==> src/rtl/fsc_pkg.sv <==
package fsc_pkg;
  typedef enum logic [2:0] {
    LV_OFF  = 3'd0,
    LV_Q1   = 3'd1,
    LV_HALF = 3'd2,
    LV_Q3   = 3'd3,
    LV_FULL = 3'd4
  } lvl_e;

  localparam int NUM_STEPS = 4;
  localparam int SEL_W     = 3;
endpackage

==> src/rtl/fsc_pwm_core.sv <==
module fsc_pwm_core
  import fsc_pkg::*;
#(
  parameter int PERIOD  = 100,
  parameter int WIDTH_W = 16,
  localparam int CNT_W  = $clog2(PERIOD)
) (
  input  logic               clk,
  input  logic               rst_n,
  input  logic               run_en,
  input  logic               upd,
  input  logic [WIDTH_W-1:0] upd_width,
  output logic [CNT_W-1:0]   cnt_o,
  output logic               at_end,
  output logic [WIDTH_W-1:0] width_o,
  output logic               pwm_o
);
  logic [CNT_W-1:0]   cnt_q;
  logic [WIDTH_W-1:0] width_q;

  assign at_end = run_en && (cnt_q == CNT_W'(PERIOD - 1));

  always_ff @(posedge clk or negedge rst_n) begin
    if (!rst_n) begin
      cnt_q   <= '0;
      width_q <= '0;
    end else if (!run_en) begin
      cnt_q   <= '0;
      width_q <= '0;
    end else begin
      if (at_end) begin
        cnt_q <= '0;
        if (upd) width_q <= upd_width;
      end else begin
        cnt_q <= cnt_q + 1'b1;
      end
    end
  end

  assign cnt_o   = cnt_q;
  assign width_o = width_q;
  assign pwm_o   = WIDTH_W'(cnt_q) < width_q;
endmodule

==> src/rtl/fsc_level_fsm.sv <==
module fsc_level_fsm
  import fsc_pkg::*;
#(
  parameter int TEMP_W    = 16,
  parameter int PERIOD    = 100,
  parameter int WIDTH_W   = 16,
  parameter int RISE_BASE = 'h3000,
  parameter int RISE_STEP = 'h2000,
  parameter int HYST_GAP  = 'h0800
) (
  input  logic               clk,
  input  logic               rst_n,
  input  logic               run_en,
  input  logic               thr_we,
  input  logic [SEL_W-1:0]   thr_sel,
  input  logic [TEMP_W-1:0]  thr_data,
  input  logic [TEMP_W-1:0]  temp,
  input  logic               eval,
  output lvl_e               lvl_o,
  output logic               chg,
  output logic               up,
  output logic [WIDTH_W-1:0] tgt_width
);
  logic [TEMP_W-1:0]    rise_q [NUM_STEPS];
  logic [TEMP_W-1:0]    fall_q [NUM_STEPS];
  logic [NUM_STEPS-1:0] above;
  logic [NUM_STEPS-1:0] below;
  lvl_e                 lvl_q;
  logic [2:0]           nxt;
  logic [2:0]           up_l, dn_l;
  logic                 up_f, dn_f;

  // threshold storage: only the hard reset clears it, so it can be set while held
  for (genvar g = 0; g < NUM_STEPS; g++) begin : g_thr
    always_ff @(posedge clk or negedge rst_n) begin
      if (!rst_n) begin
        rise_q[g] <= TEMP_W'(RISE_BASE + g * RISE_STEP);
        fall_q[g] <= TEMP_W'(RISE_BASE + g * RISE_STEP - HYST_GAP);
      end else if (thr_we) begin
        if (thr_sel == SEL_W'(g))             rise_q[g] <= thr_data;
        if (thr_sel == SEL_W'(g + NUM_STEPS)) fall_q[g] <= thr_data;
      end
    end
    // rise_q[g] trips level g+1, fall_q[g] returns to level g
    assign above[g] = temp > rise_q[g];
    assign below[g] = temp < fall_q[g];
  end

  always_comb begin
    up_f = 1'b0;
    dn_f = 1'b0;
    up_l = 3'd0;
    dn_l = 3'd0;
    // ascending scan: the highest qualifying level is kept
    for (int k = 1; k <= NUM_STEPS; k++) begin
      if (above[k-1] && (k > int'(lvl_q))) begin
        up_f = 1'b1;
        up_l = 3'(k);
      end
    end
    // descending scan: the lowest qualifying level is kept
    for (int k = NUM_STEPS - 1; k >= 0; k--) begin
      if (below[k] && (k < int'(lvl_q))) begin
        dn_f = 1'b1;
        dn_l = 3'(k);
      end
    end
    if (up_f)      nxt = up_l;
    else if (dn_f) nxt = dn_l;
    else           nxt = lvl_q;
  end

  assign chg       = eval && (nxt != lvl_q);
  assign up        = chg && up_f;
  assign tgt_width = WIDTH_W'((int'(nxt) * PERIOD) / NUM_STEPS);

  always_ff @(posedge clk or negedge rst_n) begin
    if (!rst_n)      lvl_q <= LV_OFF;
    else if (!run_en) lvl_q <= LV_OFF;
    else if (chg)    lvl_q <= lvl_e'(nxt);
  end

  assign lvl_o = lvl_q;
endmodule

==> src/rtl/fsc_settle_timer.sv <==
module fsc_settle_timer #(
  parameter int SETTLE  = 1000,
  localparam int TIM_W  = $clog2(SETTLE + 1)
) (
  input  logic clk,
  input  logic rst_n,
  input  logic run_en,
  input  logic start,
  output logic done
);
  logic [TIM_W-1:0] cnt_q;
  logic             done_q;

  always_ff @(posedge clk or negedge rst_n) begin
    if (!rst_n) begin
      cnt_q  <= '0;
      done_q <= 1'b0;
    end else if (!run_en) begin
      cnt_q  <= '0;
      done_q <= 1'b0;
    end else begin
      done_q <= (cnt_q == TIM_W'(1)) && !start;
      if (start)              cnt_q <= TIM_W'(SETTLE);
      else if (cnt_q != '0)   cnt_q <= cnt_q - 1'b1;
    end
  end

  assign done = done_q;
endmodule

==> src/rtl/fan_step_ctrl.sv <==
module fan_step_ctrl
  import fsc_pkg::*;
#(
  parameter int TEMP_W        = 16,
  parameter int WIDTH_W       = 16,
  parameter int PWM_PERIOD    = 100,
  parameter int SETTLE_CYCLES = 500_000_000,
  parameter int RISE_BASE     = 'h3000,
  parameter int RISE_STEP     = 'h2000,
  parameter int HYST_GAP      = 'h0800,
  localparam int CNT_W        = $clog2(PWM_PERIOD)
) (
  input  logic               clk,
  input  logic               rst_n,
  input  logic               run_en,
  input  logic               tmp_valid,
  output logic               tmp_ready,
  input  logic [TEMP_W-1:0]  tmp_code,
  input  logic               thr_we,
  input  logic [2:0]         thr_sel,
  input  logic [TEMP_W-1:0]  thr_data,
  input  logic               wid_we,
  input  logic [WIDTH_W-1:0] wid_data,
  output logic [WIDTH_W-1:0] period_o,
  output logic [WIDTH_W-1:0] width_o,
  output logic [2:0]         level_o,
  output logic               pwm_o,
  output logic               evt_temp_up,
  output logic               evt_pwm_changed
);
  localparam logic [WIDTH_W-1:0] PER_W = WIDTH_W'(PWM_PERIOD);

  logic [TEMP_W-1:0]  temp_q;
  logic               sw_pend;
  logic [WIDTH_W-1:0] sw_val;
  logic [WIDTH_W-1:0] sw_clamped;
  logic               at_end;
  logic [CNT_W-1:0]   cnt_w;
  logic               hw_chg, hw_up;
  logic [WIDTH_W-1:0] hw_width;
  logic               upd;
  logic [WIDTH_W-1:0] upd_width;
  logic               up_q;
  lvl_e               lvl;

  assign tmp_ready = run_en;

  // sample register and software width shadow
  always_ff @(posedge clk or negedge rst_n) begin
    if (!rst_n) begin
      temp_q  <= '0;
      sw_pend <= 1'b0;
      sw_val  <= '0;
      up_q    <= 1'b0;
    end else if (!run_en) begin
      temp_q  <= '0;
      sw_pend <= 1'b0;
      sw_val  <= '0;
      up_q    <= 1'b0;
    end else begin
      if (tmp_valid) temp_q <= tmp_code;
      if (wid_we) begin
        sw_pend <= 1'b1;
        sw_val  <= wid_data;
      end else if (at_end) begin
        sw_pend <= 1'b0;
      end
      up_q <= hw_up;
    end
  end

  assign sw_clamped = (sw_val > PER_W) ? PER_W : sw_val;
  assign upd        = at_end && (sw_pend || hw_chg);
  assign upd_width  = sw_pend ? sw_clamped : hw_width;

  fsc_level_fsm #(
    .TEMP_W(TEMP_W), .PERIOD(PWM_PERIOD), .WIDTH_W(WIDTH_W),
    .RISE_BASE(RISE_BASE), .RISE_STEP(RISE_STEP), .HYST_GAP(HYST_GAP)
  ) u_lvl (
    .clk(clk), .rst_n(rst_n), .run_en(run_en),
    .thr_we(thr_we), .thr_sel(thr_sel), .thr_data(thr_data),
    .temp(temp_q), .eval(at_end && !sw_pend),
    .lvl_o(lvl), .chg(hw_chg), .up(hw_up), .tgt_width(hw_width)
  );

  fsc_pwm_core #(.PERIOD(PWM_PERIOD), .WIDTH_W(WIDTH_W)) u_core (
    .clk(clk), .rst_n(rst_n), .run_en(run_en),
    .upd(upd), .upd_width(upd_width),
    .cnt_o(cnt_w), .at_end(at_end), .width_o(width_o), .pwm_o(pwm_o)
  );

  fsc_settle_timer #(.SETTLE(SETTLE_CYCLES)) u_settle (
    .clk(clk), .rst_n(rst_n), .run_en(run_en),
    .start(upd), .done(evt_pwm_changed)
  );

  assign period_o    = PER_W;
  assign level_o     = lvl;
  assign evt_temp_up = up_q;
endmodule

==> config.mk <==
export PLATFORM = sky130hd
export DESIGN_NAME = fan_step_ctrl
export DESIGN_NICKNAME = d
export VERILOG_FILES = /design/src/rtl/fsc_pkg.sv /design/src/rtl/fsc_pwm_core.sv /design/src/rtl/fsc_level_fsm.sv /design/src/rtl/fsc_settle_timer.sv /design/src/rtl/fan_step_ctrl.sv
export SDC_FILE = /design/constraint.sdc
export NUM_CORES = 1
export LEC_CHECK = 0
export ABC_AREA = 1
export BUFFER_PORTS_ARGS = -buffer_cell sky130_fd_sc_hd__buf_2
export CELL_PAD_IN_SITES_DETAIL_PLACEMENT = 2
export CELL_PAD_IN_SITES_GLOBAL_PLACEMENT = 2
export CORE_ASPECT_RATIO = 0.6
export CORE_MARGIN = 4
export CORE_UTILIZATION = 36
export CTS_CLUSTER_SIZE = 40
export DETAILED_ROUTE_END_ITERATION = 8
export PLACE_DENSITY_LB_ADDON = 0.1
export SETUP_SLACK_MARGIN = 0.02
export SLEW_MARGIN = 20
export SYNTH_ARGS = -nofsm -noshare
export SYNTH_HDL_FRONTEND = slang
export SYNTH_HIERARCHICAL = 1
export SYNTH_SLANG_ARGS = --single-unit
==> constraint.sdc <==
create_clock -name clk -period 4.8 [get_ports clk]
set_clock_uncertainty 0.2 [all_clocks]
set_input_delay 0.48 -clock clk [delete_from_list [all_inputs] [get_ports clk]]
set_output_delay 0.48 -clock clk [all_outputs]
set_load 0.005 [all_outputs]
# Word-level counts from Yosys, hierarchy flattened
# Cells that the tools add are included.
# W data, S select, Z words.
# word_totals
reg_bits	218
latchBits	0
mem_bits_rw	0
romBits	0
input_bits	57
output_inout_bits	39
word_cells	122
mem_count	0
# classes
n_addsub	2
mul	1
div	0
order_cmp	18
eq_ne	17
shifts	0
mux	39
bitwise_logic	0
reduce_logical	28
# ops
operator	n
$mux W16	9
$mux W29	3
$gt A16 B16 Y1	4
$lt A16 B16 Y1	4
$eq A29 B1 Y1 const B	1
$reduce_bool A29 Y1	1
$sub A29 B1 Y29 const B	1
$reduce_and A2 Y1	9
$gt A16 B7 Y1 const B	1
$lt A7 B16 Y1	1
$mux W3	5
$logic_and A1 B1 Y1	14
$mux W1	14
$mux W7	2
$eq A3 B3 Y1 const B	4
$mux W2	6
$ne A2 B1 Y1 const B	5
$mul A3 B5 Y8 const B	1
$add A7 B1 Y7 const B	1
$eq A7 B7 Y1 const B	1
$eq A3 B2 Y1 const B	2
$gt A2 B3 Y1 const A	2
$lt A1 B3 Y1 const A	2
$lt A2 B3 Y1 const A	2
8 further kinds	10

# Logic depth before layout (Yosys ltp)
# Gate-level depths: netlist of the first run.
# logic_depth
ltp_word	15
mapped_depth	33
depth_no_buf	33

# Hierarchy
# The synthesis of the first run kept the hierarchy.
# by_module_without_submodules
mod	instances	cells_each	area_each_um2	seq_area_each_um2
fsc_level_fsm	1	1050	8287.9	3300.7
fsc_settle_timer	1	301	2021.9	750.7
fan_step_ctrl	1	242	1883.1	850.8
fsc_pwm_core	1	149	1229.9	575.6

# Worst setup path before layout of the first run
# Ideal clock, no wire load.
# synth_timing
path_type	flip-flop to flip-flop
from	register u_lvl/rise_q[15] in the netlist's numbering
to	register u_settle.cnt_q[19]
setup_time_ns	0.063
t_arrival_ns	3.161
required_time_ns	4.537
slack_ns	1.376
stages_incl_launch_ff	29
path_buffers	0
period_less_slack_ns	3.424
path_cell_list	dfstp_2 inv_1 ha_1 nand2_1 nor2_1 nand2_1 nor2_1 nor2_1 nand2_1 nand2_1 clkinv_1 nand2_1 nor2_1 nand2_2 a21oi_1 nor2_2 nand2_2 nand2_2 inv_1 nor2_1 nor2_1 inv_2 nand2_2 nor3_2 nand3_1 nor2_2 nor2_2 nand2_1 inv_1
# synth_via
elab_chain_cells	10
elab_cells_between_ends	12
classes_between	order compare (1); eq/ne (2); mux (5); reduce/logical (4)
# synth_rtl
item	line_no	rtl
start, declared	fsc_level_fsm.sv:24	logic [TEMP_W-1:0] rise_q [NUM_STEPS];
start signal, assigned by index	fsc_level_fsm.sv:37	rise_q[g] <= TEMP_W'(RISE_BASE + g * RISE_STEP);
start signal, assigned by index	fsc_level_fsm.sv:40	if (thr_sel == SEL_W'(g)) rise_q[g] <= thr_data;
$gt A16 B16 Y1 (*)	fsc_level_fsm.sv:45	assign above[g] = temp > rise_q[g];
$logic_and A1 B1 Y1 (*)	fsc_level_fsm.sv:56	if (above[k-1] && (k > int'(lvl_q))) begin
$mux W3 / $mux W1 (equally long branches)	fsc_level_fsm.sv:56	
$mux W3 (*)	fsc_level_fsm.sv:68	if (up_f) nxt = up_l;
$ne A3 B3 Y1 (*)	fsc_level_fsm.sv:73	assign chg = eval && (nxt != lvl_q);
$logic_and A1 B1 Y1 (*)	fsc_level_fsm.sv:73	
named net hw_chg	fan_step_ctrl.sv:39	logic hw_chg, hw_up;
$logic_or A1 B1 Y1 (*)	fan_step_ctrl.sv:73	assign upd = at_end && (sw_pend || hw_chg);
$logic_and A1 B1 Y1 (*)	fan_step_ctrl.sv:73	
named net upd	fan_step_ctrl.sv:41	logic upd;
$mux W29	fsc_settle_timer.sv:23	if (start) cnt_q <= TIM_W'(SETTLE);
$mux W29	fsc_settle_timer.sv:18	end else if (!run_en) begin
end signal, assigned	fsc_settle_timer.sv:23	
end signal, assigned	fsc_settle_timer.sv:24	else if (cnt_q != '0) cnt_q <= cnt_q - 1'b1;
end, declared	fsc_settle_timer.sv:11	logic [TIM_W-1:0] cnt_q;
# Mark *: on every way through the listed nets, which the timed path passes. The rest lies on a longest branch.
# A chain may end at the register's enable or synchronous reset.

# Final worst setup path of the first run
# layout_timing
from	register temp_q[7]
to	register u_settle.cnt_q[19]
# layout_via
elab_chain_cells	14
elab_cells_between_ends	41
classes_between	order compare (8); eq/ne (2); mux (20); reduce/logical (11)
# layout_rtl
item	line_no	rtl
start, declared	fan_step_ctrl.sv:33	logic [TEMP_W-1:0] temp_q;
start signal, assigned	fan_step_ctrl.sv:61	if (tmp_valid) temp_q <= tmp_code;
$lt A16 B16 Y1	fsc_level_fsm.sv:46	assign below[g] = temp < fall_q[g];
$logic_and A1 B1 Y1	fsc_level_fsm.sv:63	if (below[k] && (k < int'(lvl_q))) begin
$mux W2 / $mux W1 (equally long branches) (4 in a row)	fsc_level_fsm.sv:63	
$mux W3	fsc_level_fsm.sv:69	else if (dn_f) nxt = dn_l;
$mux W3 (*)	fsc_level_fsm.sv:68	
$ne A3 B3 Y1 (*)	fsc_level_fsm.sv:73	
$logic_and A1 B1 Y1 (*)	fsc_level_fsm.sv:73	
named net hw_chg	fan_step_ctrl.sv:39	
$logic_or A1 B1 Y1 (*)	fan_step_ctrl.sv:73	
$logic_and A1 B1 Y1 (*)	fan_step_ctrl.sv:73	
named net upd	fan_step_ctrl.sv:41	
$mux W29	fsc_settle_timer.sv:23	
$mux W29	fsc_settle_timer.sv:18	
# Marks and branches as above.

==> reports/results.tsv, run 1 <==
metric	value	unit
Rows	54	
initial antenna violation count	0	
syn_area_per_cell	7.71	sq um
PD cells	472	mW/mm^2
WS Path Type	flop to flop	
Longest Clk Path Bufs	3	
Worst IR Drop VDD	0.242	mV
FMAX	226	MHz
Core Area	0.0366	sq mm
setup_tns	0	ns
post-layout minimum cycle time	4.42	ns
most common cell after layout, fill and taps aside	nand2_1	
unrepaired setup endpoints after global routing	false	
leading area contributor after synthesis	dfrtp_1	
CTS tree	done	
CP max stage delay	0.54	ns
max capacitance violation total	0	
grt ovf	0	
area delta synth->final	13.8	%
Synth cell types	50	
slowest CP cell	dfrtp_1	
vias in the first global route	13080	
Slew Limit Fails	0	
part of the Yosys area used for sequential elements	0.408	
Initial Util	0.367	
Post-synth ARST share	1.00	
WHS	0.0115	ns
setup violators final	0	
Worst Setup Start Kind	flop	
Leak	8.14	nW
most frequent cells in the layout	nand2_1, inv_1, dfrtp_1	
gr usage total	0.244	
IO Count	96	
Post-synth EDFFs	0	
Period Utilization, post-route	0.921	
WP data arrival	4.69	ns
chip height	158	um
Slew headroom	0.423	
Post-DRT Antenna Nets	0	
CTS H-Tree Depth	1	
wire per inst	20.8	um
worst-path fanout max	9	
Post-Place Setup Slack	0.454	ns
Worst Path Required	5.07	ns
Yosys reg bits	218	
Primary FF master, synth	dfrtp_1	
Routed WL	49000	um
status	finished clean	
n_diodes	0	
DRC	0	
clk root buf	clkbuf_16	
# clock sinks	218	
initial drt markers	668	
layout cell share with drive strength beyond 1	0.118	
clock slew seen by the registers of the worst setup and hold paths	0.06	ns
first-pass GRT wire length	77400	um
placer congestion estimate	0.858	
Yosys warning total	6	
port bufs	79	
Inserted Clock Buffers	25	
final hold violations	0	
placed insts	2288	
Vias	11959	
NumNets Final	2031	
worst-margin pin slew	0.866	ns
most used cell, CP	nand2_1	
Cell Area, Synth	0.0134	sq mm
Layout Cells excl Fill	2357	
r2r setup slk	0.38	ns
Synth top area share	0.373	
Die W	257	um
first-pass detailed-route iteration total	5	
mean number of vias per cell	5.07	
DP HPWL	36200	um
CP endpoint kind	flop	
top cells by area, synth	dfrtp_1, ha_1, nand2_1, inv_1, o21ai_0	
cts repair resizes	0	
die area	0.0405	sq mm
maximum number of pins on one net before global-route repair	99	
Setup WS post-layout	0.378	ns
Post-Syn Instances	1742	
Clock Latency Late Sink	0.54	ns
Hold Crit Class	input port to flop	
==> area by class of cell <==
type	count	area [sq um]
Sequential cell	218	5480
Clock inverter	6	41.3
Timing Repair Buffer	119	781
Multi-Input combinational cell	1180	6510
Fill cell	4217	21300
Clock buffer	38	734
Inverter	292	1100
Tap cell	504	631
==> per-layer routing <==
layer	GRT usage	wire, um
met1	0.385	26900
met2	0.366	20200
met3	0.0288	1330
met4	0.0353	646
met5	0	0
==> power breakdown <==
part / switching, mW / internal, mW
logic: 1.91 / 0.920
clock network: 0.835 / 1.06
registers: 0.305 / 2.19
==> worst paths after layout <==
| check | start | to | depth (start not counted) |
|---|---|---|---|
| worst min register to register | u_lvl/fall_q[53]$_DFFE_PN0P_ | u_lvl/fall_q[53]$_DFFE_PN0P_ | 2 |
| worst min-delay path | wid_data[11] | sw_val[11]$_DFFE_PN0P_ | 3 |
| worst max-delay path | temp_q[7]$_DFFE_PN0P_ | u_settle/cnt_q[19]$_DFFE_PN0P_ | 26 |
| min in group asynchronous | rst_n | u_lvl/fall_q[16]$_DFFE_PN0P_ | 2 |
| worst max register to register | temp_q[7]$_DFFE_PN0P_ | u_settle/cnt_q[19]$_DFFE_PN0P_ | 26 |
| max in group asynchronous | rst_n | u_lvl/rise_q[44]$_DFFE_PN1P_ | 3 |
==> Yosys cell counts (2+ instances only) <==
| master | number |
|---|---|
| nand4_1 | 18 |
| nand3b_1 | 6 |
| nor2_2 | 12 |
| clkinv_1 | 3 |
| inv_1 | 279 |
| nor4_1 | 2 |
| nand2_2 | 10 |
| a21oi_1 | 62 |
| nand3_1 | 115 |
| clkbuf_1 | 31 |
| o21ai_2 | 11 |
| o21bai_1 | 2 |
| o21a_1 | 6 |
| nor3_1 | 19 |
| nor3_4 | 2 |
| xnor2_1 | 4 |
| nand2_1 | 407 |
| o21ai_1 | 3 |
| dfrtp_1 | 200 |
| or2_2 | 9 |
| buf_1 | 4 |
| inv_2 | 9 |
| dfstp_2 | 18 |
| buf_4 | 29 |
| conb_1 | 3 |
| buf_2 | 4 |
| o21ai_0 | 167 |
| ha_1 | 138 |
| buf_6 | 5 |
| nor2_1 | 140 |
| nor2_4 | 3 |
| a21o_1 | 3 |
==> through the flow <==
stage	util	instance area, sq um	power [mW]
after global placement	0.390	14200	5.13
after global routing	0.418	15300	7.82
after floorplan	-	13500	4.39
final	0.418	15300	7.21
after CTS	0.418	15300	7.28
after detailed placement	0.390	14200	5.31
==> state kept, by name (all words and copies together), names as in the netlist <==
signal	count
u_core/width_o	16
sw_pend	1
u_lvl/fall_q	64
u_lvl/rise_q	64
sw_val	16
temp_q	16
u_settle/cnt_q	29
evt_temp_up	1
u_lvl/lvl_o	3
u_core/cnt_o	7
u_settle/done	1
==> worst max-delay path, delay by kind of cell, from the launching register on <==
family / cells / cell delay, ns
buf+inv: 4 / 0.28
fa+ha+maj: 1 / 0.38
compound gates: 2 / 0.41
flops: 1 / 0.54
simple gates: 19 / 2.53
==> cell families (layout without fill, tap and decap cells) <==
family | count (synthesis) | after routing | share of synthesized area
multiplexers | 1 | 1 | 0.000746
adder cells (fa/ha/maj) | 138 | 138 | 0.129
other | 3 | 24 | 0.000839
AND/OR/NAND/NOR | 753 | 753 | 0.242
AO/OA/AOI/OAI | 259 | 259 | 0.103
XOR/XNOR | 5 | 5 | 0.00326
flip-flops | 218 | 218 | 0.408
buffers and inverters | 365 | 455 | 0.113
==> timing repair <==
action | 4_1_cts | 5_1_grt
hold buffers | 25 | 0
endpoints found under the hold margin | 108 | 0
setup buffers | 0 | 0
(Power assumes the default switching activity.)
==> run 2: changes to the inputs <==
--- a/config.mk
+++ b/config.mk
@@ -14,7 +14,9 @@
 export CORE_UTILIZATION = 36
 export CTS_CLUSTER_SIZE = 40
 export DETAILED_ROUTE_END_ITERATION = 8
+export GPL_TIMING_DRIVEN = 0
 export PLACE_DENSITY_LB_ADDON = 0.1
+export RECOVER_POWER = 25
 export SETUP_SLACK_MARGIN = 0.02
 export SLEW_MARGIN = 20
 export SYNTH_ARGS = -nofsm -noshare
==> reports/results.tsv, run 2 (synthesized netlist as in run 1, its figures left out) <==
metric	value	unit	change
slowest CP cell	dfrtp_1		unchanged
clk root buf	clkbuf_16		unchanged
Routed WL	47700	um	was 49000 um
WS Path Type	flop to flop		unchanged
Hold Crit Class	input port to flop		unchanged
wire per inst	19.6	um	was 20.8 um
Final Core Density	0.432		was 0.418
NumNets Final	2104		was 2031
chip height	158	um	unchanged
Core Area	0.0366	sq mm	unchanged
Inserted Clock Buffers	25		unchanged
port bufs	77		was 79
violated checks	capacitance limit, slew limit		
Post-DRT Antenna Nets	0		unchanged
first-pass GRT wire length	75300	um	was 77400 um
DP Area	0.0146	sq mm	was 0.0142 sq mm
initial antenna violation count	1		was 0
Longest Clk Path Bufs	3		unchanged
CP endpoint kind	flop		unchanged
post-layout minimum cycle time	4.46	ns	was 4.42 ns
mean number of vias per cell	5.03		was 5.07
die area	0.0405	sq mm	unchanged
final instance area	0.0158	sq mm	was 0.0153 sq mm
CTS tree	done		unchanged
Slew Limit Fails	106		was 0
initial drt markers	504		was 668
CTS H-Tree Depth	1		unchanged
unrepaired setup endpoints after global routing	false		unchanged
max capacitance violation total	2		was 0
setup violators final	0		unchanged
DR WL met3	1170	um	was 1330 um
area delta synth->final	17.5	%	was 13.8%
layout cell share with drive strength beyond 1	0.120		was 0.118
Leak	8.36	nW	was 8.14 nW
Layout Cells excl Fill	2431		was 2357
most frequent cells in the layout	nand2_1, inv_1, dfrtp_1		unchanged
Rows	54		unchanged
final hold violations	0		unchanged
hold depth	3		unchanged
Top Registers	u_lvl/fall_q: 64 flops, u_lvl/rise_q: 64 flops, u_settle/cnt_q: 29 flops		unchanged
worst-path fanout max	9		unchanged
# clock sinks	218		unchanged
most common cell after layout, fill and taps aside	nand2_1		unchanged
IO Count	96		unchanged
Worst IR Drop VDD	0.282	mV	was 0.242 mV
DRC	0		unchanged
CP max stage delay	0.64	ns	was 0.54 ns
FMAX	224	MHz	was 226 MHz
Initial Util	0.367		unchanged
met2 routed WL	21000	um	was 20200 um
DP HPWL	35900	um	was 36200 um
PD cells	462	mW/mm^2	was 472 mW/mm^2
placer congestion estimate	0.790		was 0.858
Highest Signal Layer	met4		unchanged
Clock Latency Late Sink	0.54	ns	about the same
DRT met1 WL	25000	um	was 26900 um
status	finished with violations		was finished clean
WP data arrival	4.66	ns	was 4.69 ns
Slew headroom	-0.932		was 0.423
grt ovf	0		unchanged
vias in the first global route	13217		was 13080
Worst Setup Start Kind	flop		unchanged
Vias	12234		was 11959
worst-margin pin slew	2.90	ns	was 0.866 ns
gr usage total	0.236		was 0.244
placed insts	2347		was 2288
Period Utilization, post-route	0.929		was 0.921
Die W	257	um	unchanged
R2R depth	26		unchanged
maximum number of pins on one net before global-route repair	60		was 99
Worst Path Required	5.00	ns	was 5.07 ns
clock slew seen by the registers of the worst setup and hold paths	0.06	ns	about the same
first-pass detailed-route iteration total	4		was 5
run 2: stage by stage:
stage | TNS (ns) | setup WS [ns] | power [mW] | hold slack [ns]
after global routing | 0 | 0.0260 | 7.91 | 0.0170
after global placement | -249.70 | -1.29 | 5.03 | 0.267
after floorplan | 0 | 1.38 | 4.39 | -0.0156
after CTS | 0 | 0.0613 | 7.36 | 0.00279
after detailed placement | -1.50 | -0.221 | 5.25 | 0.254
final | 0 | 0.340 | 7.28 | 0.0196
run 2: worst paths after layout:
kind | start | slack [ns] | endpoint
max in group asynchronous | rst_n | 0.77 | temp_q[5]$_DFFE_PN0P_
hold reg to reg | u_lvl/rise_q[2]$_DFFE_PN0P_ | 0.28 | u_lvl/rise_q[2]$_DFFE_PN0P_
setup reg to reg | temp_q[14]$_DFFE_PN0P_ | 0.34 | u_settle/cnt_q[14]$_DFFE_PN0P_
hold / removal | wid_data[2] | 0.02 | sw_val[2]$_DFFE_PN0P_
setup / recovery | temp_q[14]$_DFFE_PN0P_ | 0.34 | u_settle/cnt_q[14]$_DFFE_PN0P_
min in group asynchronous | rst_n | 0.24 | temp_q[6]$_DFFE_PN0P_
run 2: power breakdown:
group	total, mW	leakage (nW)	internal, mW	switching, mW
Sequential	2.50	2.77	2.19	0.304
Clock	2.02	0.406	1.18	0.843
Combinational	2.76	5.18	0.947	1.82
Total	7.28	8.36	4.32	2.96
run 2: critical path: cells and delay by family, from the launching register on:
family | cells | cell delay, ns
simple gates | 21 | 2.42
flops | 1 | 0.64
fa+ha+maj | 1 | 0.43
compound gates | 1 | 0.39
buf+inv | 3 | 0.22
run 2: metal layers:
layer / up-vias / track usage
met5: - / 0
met2: 125 / 0.380
met3: 36 / 0.0259
met1: 6256 / 0.354
li1: 5817 / -
met4: 0 / 0.0293
run 2: cell type report:
class	count	area, sq um
Fill cell	4236	20800
Multi-Input combinational cell	1180	6500
Sequential cell	218	5490
Inverter	292	1100
Timing Repair Buffer	119	823
Clock buffer	35	703
Tap cell	504	631
Buffer	73	407
Clock inverter	9	123
Antenna cell	1	2.50
run 2: repair_timing:
| item | in CTS | in global routing |
|---|---|---|
| endpoints found under the hold margin | 93 | 0 |
| hold buffers | 39 | 0 |
| resized for setup | 1 | 9 |
| endpoints found under the setup margin | 11 | 27 |
| buffers inserted | 0 | 0 |
==> run 3: changes to the inputs <==
--- a/config.mk
+++ b/config.mk
@@ -17,6 +17,7 @@
 export GPL_TIMING_DRIVEN = 0
 export PLACE_DENSITY_LB_ADDON = 0.1
 export RECOVER_POWER = 25
+export REMOVE_ABC_BUFFERS = 1
 export SETUP_SLACK_MARGIN = 0.02
 export SLEW_MARGIN = 20
 export SYNTH_ARGS = -nofsm -noshare
==> reports/results.tsv, run 3 (synthesized netlist as in run 1, its figures left out) <==
metric	value	unit	change
final hold violations	1		was 0
n_diodes	0		was 1
Vias	11790		was 12234
mean number of vias per cell	4.99		was 5.03
r2r setup slk	0.49	ns	was 0.34 ns
Clock Latency Late Sink	0.54	ns	about the same
CP delay by family, top	simple AND/OR/NAND/NOR gates		unchanged
# clock sinks	218		unchanged
first-pass GRT wire length	71700	um	was 75300 um
slowest CP cell	dfrtp_1		unchanged
r2r endpoint	u_settle/cnt_q[18]$_DFFE_PN0P_		was u_settle/cnt_q[14]$_DFFE_PN0P_
reg2reg start	temp_q[3]$_DFFE_PN0P_		was temp_q[14]$_DFFE_PN0P_
Leak	8.17	nW	was 8.36 nW
worst-margin pin slew	3.37	ns	was 2.90 ns
clock slew seen by the registers of the worst setup and hold paths	0.06	ns	about the same
Routed WL	44500	um	was 47700 um
WP data arrival	4.53	ns	was 4.66 ns
CP endpoint kind	flop		unchanged
wire per inst	18.8	um	was 19.6 um
Worst Setup Start Kind	flop		unchanged
Setup WS post-layout	0.491	ns	was 0.340 ns
DRC	0		unchanged
Slew headroom	-1.25		was -0.932
most used cell, CP	nand2_1		
Post-DRT Antenna Nets	0		unchanged
Top Registers	u_lvl/fall_q: 64 flops, u_lvl/rise_q: 64 flops, u_settle/cnt_q: 29 flops		unchanged
vias in the first global route	13106		was 13217
initial drt markers	549		was 504
Slew Limit Fails	77		was 106
HP Start	wid_data[5]		was wid_data[2]
first-pass detailed-route iteration total	5		was 4
die area	0.0405	sq mm	unchanged
Core Area	0.0366	sq mm	unchanged
maximum number of pins on one net before global-route repair	91		was 60
most common cell after layout, fill and taps aside	nand2_1		unchanged
IO Count	96		unchanged
setup violators final	0		unchanged
Initial Util	0.367		unchanged
grt ovf	0		unchanged
Period Utilization, post-route	0.898		was 0.929
Buffers & Inverters on Critical Path	4		was 3
Rows	54		unchanged
WS Path Type	flop to flop		unchanged
area delta synth->final	15.1	%	was 17.5%
max capacitance violation total	2		unchanged
CTS tree	done		unchanged
layout cell share with drive strength beyond 1	0.115		was 0.120
initial antenna violation count	0		was 1
CP max stage delay	0.57	ns	was 0.64 ns
gr usage total	0.221		was 0.236
DP HPWL	31500	um	was 35900 um
Worst Path Required	5.03	ns	was 5.00 ns
PD cells	467	mW/mm^2	was 462 mW/mm^2
worst-path fanout max	23		was 9
CTS H-Tree Depth	1		unchanged
Hold Crit Class	input port to flop		unchanged
Longest Clk Path Bufs	3		unchanged
Worst IR Drop VDD	0.220	mV	was 0.282 mV
clk root buf	clkbuf_16		unchanged
Tot Pwr	7.22	mW	was 7.28 mW
port bufs	79		was 77
NumNets Final	2035		was 2104
unrepaired setup endpoints after global routing	false		unchanged
chip height	158	um	unchanged
placer congestion estimate	0.783		was 0.790
Inserted Clock Buffers	25		unchanged
post-layout minimum cycle time	4.31	ns	was 4.46 ns
R2R depth	30		was 26
most frequent cells in the layout	nand2_1, inv_1, dfrtp_1		unchanged
WHS	-0.00169	ns	was 0.0196 ns
Die W	257	um	unchanged
Hold Path End	sw_val[5]$_DFFE_PN0P_		was sw_val[2]$_DFFE_PN0P_
violated checks	hold timing, capacitance limit, slew limit		was capacitance limit, slew limit
FMAX	232	MHz	was 224 MHz
Final Core Density	0.423		was 0.432
status	finished with violations		unchanged
hold depth	3		unchanged
Post-Place Setup Slack	-0.840	ns	was -0.221 ns
-- run 3: worst register-to-register path: cells and delay by family, from the launching register on --
kind / cells / cell delay, ns
adder cells (fa/ha/maj): 1 / 0.42
buffers and inverters: 4 / 0.32
flip-flops: 1 / 0.57
AND/OR/NAND/NOR: 25 / 2.72
-- run 3: report_power, final --
group	switching (mW)	internal, mW
Sequential	0.295	2.19
Clock	0.809	1.17
Combinational	1.83	0.924
Total	2.93	4.28
-- run 3: area by class of cell --
cell class / count / area (sq um)
fillers: 4176 / 21100
multi-input cells: 1180 / 6530
flip-flops and latches: 218 / 5490
inverters: 292 / 1100
repair buffers: 123 / 872
clock buffers: 43 / 793
well taps: 504 / 631
clock inverters: 2 / 35.0
-- run 3: how the worst max path moves through the flow --
stage | from | cells past startpoint | to | slack (ns)
after global routing | temp_q[11]$_DFFE_PN0P_ | 27 | u_settle/cnt_q[18]$_DFFE_PN0P_ | 0.05
after global placement | rst_n | 1 | u_settle/cnt_q[3]$_DFFE_PN0P_ | -1.27
after CTS | temp_q[8]$_DFFE_PN0P_ | 27 | u_settle/cnt_q[18]$_DFFE_PN0P_ | 0.20
after detailed placement | temp_q[13]$_DFFE_PN0P_ | 26 | u_settle/cnt_q[24]$_DFFE_PN0P_ | -0.84
final | temp_q[3]$_DFFE_PN0P_ | 30 | u_settle/cnt_q[18]$_DFFE_PN0P_ | 0.49
after floorplan | u_lvl/rise_q[15]$_DFFE_PN1P_ | 28 | u_settle/cnt_q[19]$_DFFE_PN0P_ | 1.19
-- run 3: metrics by stage --
step,instances,cell area [sq um],TNS [ns]
2_1_floorplan,1690,13100,0
3_3_place_gp,2273,14100,-269.56
3_5_place_dp,2278,14200,-14.32
4_1_cts,2362,15500,0
5_1_grt,2362,15500,0
6_report,2362,15500,0
-- run 3: repair_timing --
item / in CTS / in global routing
resized for setup: 6 / 11
buffers inserted: 1 / 0
pin swaps: 2 / 1
hold buffers: 38 / 0
endpoints found under the hold margin: 89 / 0
setup endpoints to repair: 38 / 19
-- run 3: layer usage --
| layer | global-route usage | up-vias | wire (um) |
|---|---|---|---|
| met2 | 0.380 | 94 | 20800 |
| met4 | 0.0355 | 0 | 674 |
| met1 | 0.308 | 5966 | 22000 |
| met3 | 0.0261 | 43 | 925 |
| met5 | 0 | - | 0 |
| li1 | - | 5687 | - |
